File: src/rtl/prio_enc_pkg.sv
package prio_enc_pkg;

    // Geometry of the cascade
    localparam int PE_SLICE_W    = 8;
    localparam int PE_NUM_SLICES = 4;
    localparam int PE_REQ_W      = PE_SLICE_W * PE_NUM_SLICES;
    localparam int PE_LIDX_W     = $clog2(PE_SLICE_W);
    localparam int PE_GIDX_W     = $clog2(PE_NUM_SLICES);
    localparam int PE_IDX_W      = PE_LIDX_W + PE_GIDX_W;

    typedef logic [PE_SLICE_W-1:0] slice_req_t;
    typedef logic [PE_LIDX_W-1:0]  local_idx_t;
    typedef logic [PE_GIDX_W-1:0]  group_idx_t;
    typedef logic [PE_IDX_W-1:0]   full_idx_t;

    // Result of one slice
    typedef struct packed {
        local_idx_t idx;
        logic       en_out;
        logic       grp_sel;
    } slice_res_t;

    // Position of the highest set bit of a slice request; zero when none
    function automatic local_idx_t top_bit_pos(input slice_req_t r);
        local_idx_t p;
        p = '0;
        for (int i = 0; i < PE_SLICE_W; i++) begin
            if (r[i]) p = local_idx_t'(i);
        end
        return p;
    endfunction

endpackage

File: src/rtl/pe_slice.sv
module pe_slice
    import prio_enc_pkg::*;
(
    input  slice_req_t req_i,
    input  logic       en_i,
    output slice_res_t res_o
);

    logic       any_req;
    local_idx_t raw_idx;

    always_comb begin
        any_req = |req_i;
        raw_idx = top_bit_pos(req_i);
        res_o.grp_sel = en_i & any_req;
        res_o.en_out  = en_i & ~any_req;
        res_o.idx     = res_o.grp_sel ? raw_idx : '0;
    end

    // a claimed local index points at a set bit with nothing set above it
    always_comb begin
        if (res_o.grp_sel) begin
            p_slice_pick_r8: assert ((req_i >> res_o.idx) == slice_req_t'(1))
                else $error("slice picked a bit that is not the highest set one");
        end
    end

    // a disabled slice is silent
    always_comb begin
        if (!en_i) begin
            p_slice_quiet_r4: assert (res_o.idx == '0 && !res_o.en_out && !res_o.grp_sel)
                else $error("disabled slice drove an output");
        end
    end

endmodule

File: src/rtl/pe_merge.sv
module pe_merge
    import prio_enc_pkg::*;
(
    input  slice_res_t [PE_NUM_SLICES-1:0] res_i,
    output full_idx_t                      idx_o,
    output logic                           grp_sel_o,
    output logic                           en_out_o
);

    logic [PE_NUM_SLICES-1:0] grp_vec;
    group_idx_t               gidx;
    local_idx_t               lidx;

    always_comb begin
        gidx = '0;
        lidx = '0;
        for (int s = 0; s < PE_NUM_SLICES; s++) begin
            grp_vec[s] = res_i[s].grp_sel;
            if (res_i[s].grp_sel) gidx = gidx | group_idx_t'(s);
            lidx = lidx | res_i[s].idx;
        end
        idx_o     = {gidx, lidx};
        grp_sel_o = |grp_vec;
        en_out_o  = res_i[0].en_out;
    end

    // at most one slice claims a request, so the group bits are unambiguous
    always_comb begin
        p_single_claim_r5: assert ($onehot0(grp_vec))
            else $error("more than one slice claimed a request");
    end

endmodule

File: src/rtl/prio_enc_cascade.sv
module prio_enc_cascade
    import prio_enc_pkg::*;
(
    input  logic [31:0] req_i,
    input  logic        en_i,
    output logic [4:0]  idx_o,
    output logic        grp_sel_o,
    output logic        en_out_o
);

    slice_res_t [PE_NUM_SLICES-1:0] res;
    logic       [PE_NUM_SLICES:0]   chain_en;

    assign chain_en[PE_NUM_SLICES] = en_i;

    for (genvar s = 0; s < PE_NUM_SLICES; s++) begin : g_slice
        pe_slice u_slice (
            .req_i (req_i[s*PE_SLICE_W +: PE_SLICE_W]),
            .en_i  (chain_en[s+1]),
            .res_o (res[s])
        );
        assign chain_en[s] = res[s].en_out;
    end

    pe_merge u_merge (
        .res_i     (res),
        .idx_o     (idx_o),
        .grp_sel_o (grp_sel_o),
        .en_out_o  (en_out_o)
    );

    // reported index is set and nothing above it is set
    always_comb begin
        if (grp_sel_o) begin
            p_top_index_r1: assert ((req_i >> idx_o) == 32'd1)
                else $error("index is not the highest set request");
        end
    end

    // disabled block drives nothing
    always_comb begin
        if (!en_i) begin
            p_disabled_quiet_r4: assert (idx_o == '0 && !grp_sel_o && !en_out_o)
                else $error("disabled block drove an output");
        end
    end

    // flags are mutually exclusive
    always_comb begin
        p_flags_exclusive_r6: assert (!(grp_sel_o && en_out_o))
            else $error("group and enable-out flags both high");
    end

endmodule

File: config.mk
export PLATFORM = sky130hd
export DESIGN_NAME = prio_enc_cascade
export DESIGN_NICKNAME = d
export VERILOG_FILES = /design/src/rtl/prio_enc_pkg.sv /design/src/rtl/pe_slice.sv /design/src/rtl/pe_merge.sv /design/src/rtl/prio_enc_cascade.sv
export SDC_FILE = /design/constraint.sdc
export NUM_CORES = 1
export LEC_CHECK = 0
export CORE_AREA = 4 4 41 43
export DETAILED_ROUTE_END_ITERATION = 8
export DIE_AREA = 0 0 45 47
export PLACE_DENSITY = 0.81
export SLEW_MARGIN = 40
export SYNTH_ARGS = -nofsm -noshare
export SYNTH_HDL_FRONTEND = slang
export SYNTH_SLANG_ARGS = --single-unit
File: constraint.sdc
create_clock -name vclk -period 2.9
set_input_delay 0.58 -clock vclk [all_inputs]
set_output_delay 0.58 -clock vclk [all_outputs]
set_load 0.02 [all_outputs]
==> results <==
power by group:
group	leakage (nW)	switching (mW)	internal, mW
combinational	0.465	0.0452	0.0723
sequential	0	0	0
clock	0	0	0
through the flow:
step | power, mW | worst slack, ns | setup TNS (ns)
detailed placement | 0.116 | -0.437 | -2.49
global route | 0.127 | -0.0166 | -0.0166
global placement | 0.113 | -0.384 | -2.25
CTS | 0.114 | 0.0104 | 0
finish | 0.117 | 0.0790 | 0
floorplan | 0.0283 | 0.521 | 0
layout make-up:
| type | instances | area (um^2) |
|---|---|---|
| tap | 15 | 18.8 |
| timing repair buffer | 65 | 609 |
| inverter | 7 | 26.3 |
| multi-input combinational | 57 | 380 |
| fill | 102 | 267 |
synthesized netlist by cell type:
cell type   n
a21oi_2     1
o211ai_1    1
o21ai_1     1
and3_2      1
or4_4       1
a31oi_1     1
nand2_1     3
nor4_2      1
o311ai_0    1
nand3_4     1
nor3_1      3
nor4_1      5
and2b_2     1
nand4_1     1
nor2_1     13
o31ai_1     2
nor2b_2     1
o32ai_1     1
inv_1       7
o21ai_0     3
a221oi_1    1
buf_6       1
nand2b_1    2
a211oi_1    1
a21o_1      1
a21oi_1     9
o31a_1      1
repair_timing:
| item | 4_1_cts | 5_1_grt |
|---|---|---|
| resized for setup | 19 | 12 |
| endpoints found under the setup margin | 7 | 7 |
| pin swaps | 0 | 5 |
| hold buffers | 0 | 0 |
| setup buffers | 1 | 2 |
per-layer routing:
metal | global-route usage (%) | routed length [um] | up-vias
met5 | 0 | 0 | -
met4 | 2.34 | 13 | 0
met3 | 2.68 | 139 | 2
met2 | 34.2 | 938 | 30
met1 | 16.9 | 693 | 336
li1 | - | - | 377
path summary, 6_finish.rpt:
check  startpoint  slack [ns]  endpoint  depth (start not counted)
min     req_i[24]        1.74  idx_o[0]                          6
max     req_i[20]        0.08  idx_o[1]                          7
kinds of logic after synthesis:
logic type / Yosys count
buffers and inverters: 8
and+or+nand+nor: 33
AOI/OAI and AO/OA: 24
cell usage in the layout, fill, tap and decap left out, drive strengths merged:
master	count
nand3	1
inv	7
nand2	3
and3	1
nand2b	2
dlymetal6s2s	5
o311ai	1
o21ai	4
nand4	1
o32ai	1
a221oi	1
o31ai	2
or4	1
o211ai	1
buf	27
a211oi	1
a21oi	10
a31oi	1
nor2b	1
nor2	13
o31a	1
dlygate4sd2	2
clkdlybuf4s50	28
nor4	6
nor3	3
clkdlybuf4s15	3
a21o	1
and2b	1
tightest hold or removal path, cell delays in order:
cell and delay, ns:
dlymetal6s2s_1 0.08, or4_4 0.14, nor2b_4 0.05, nand3_4 0.08, o21ai_1 0.07, buf_2 0.16
==> results.ini <==
[outcome]
status=finished clean

[cells_and_area]
seq_cell_count=0
fin_cells=144
regArea_um2=0
nets=164
final_cell_area_um2=1030
antenna_cells=0
clkbuf_count=0
synthToLayoutAreaGrowth_pct=171
drive_above_1_share_pct=30.2
fin_util_pct=79.5

[sta]
relSlewSlack_pct=70.1
setup_violations=0
period_needed_ns=2.82
min_period_over_period_pct=97.3
max_freq_ghz=0.354
worst_slew_pin_slew_ns=0.442
holdWs_ns=1.74
hold_viol_final=0
maxSlewViolCount=0

[placement]
dp.cells=141
hpwl_um=1500
post_dp_cell_area_um2=967
io_buffers=40
gp_congestion=0.804

[die]
fp.dieW_um=45
rows=13
start_util_pct=29.3
die_y_um=47
die_area_um2=2120
core_area_um2=1300
ios=40

[route]
routed_wl_um=1780
drt-initial-drc-count=2
final_antenna_net_count=0
viasPerCell=5.17
vias=745
wl_per_cell_um=12.4
drcViolationCount=0
drtPass1Iterations=4

[synthesis]
yosysWarnings=0
synth_compound_area_share_pct=40.0
synth.yosys.seq_area_share_pct=0
syn-num-nets=98
syn-cell-area_um2=382
synth.distinct_cells=27
synth_area_leaders=nor2_1, a21oi_1, nor4_1
synth-simple-area-share_pct=50.2
synth_top_family_by_area=simple AND/OR/NAND/NOR gates
netlist_instances=65
yosys.area.top_type=nor2_1
synth_fa_ha_area_share_pct=0
synth-xor-area-share_pct=0
muxShareOfSynthArea_pct=0
syn_area_per_cell_um2=5.87
synth_top_area_share_pct=12.8

[critical_path]
crit_slowest_cell=clkdlybuf4s50_1
crit_required_ns=2.32
path_cells=clkdlybuf4s50_1 -> nor4_4 -> and3_4 -> o311ai_0 -> o211ai_1 -> a21oi_1 -> buf_4
cpLargestDelayFamily=buffers and inverters
end_kind=output pin
crit_fanout=2
crit_buf_inv=2
max_stage_delay_ns=0.46
crit_type=in2out
cp.arrival_ns=2.24
startpoint_type=input pin

[global_routing]
gr-usage-all-layers_pct=16.3
grt_pass1_wl_um=2650
grt_pass1_vias=705
gr-total-overflow=0
grt_max_degree=6
antenna_found_initial=0

[power]
p_leak_nw=0.465
power_density_nw_per_um2=114
vdd_drop_max_mv=0.0673

[run]
cap_violations=0

[worst_hold_path]
hold_class=in2out

Note: power is estimated with default switching activity, not from simulation.
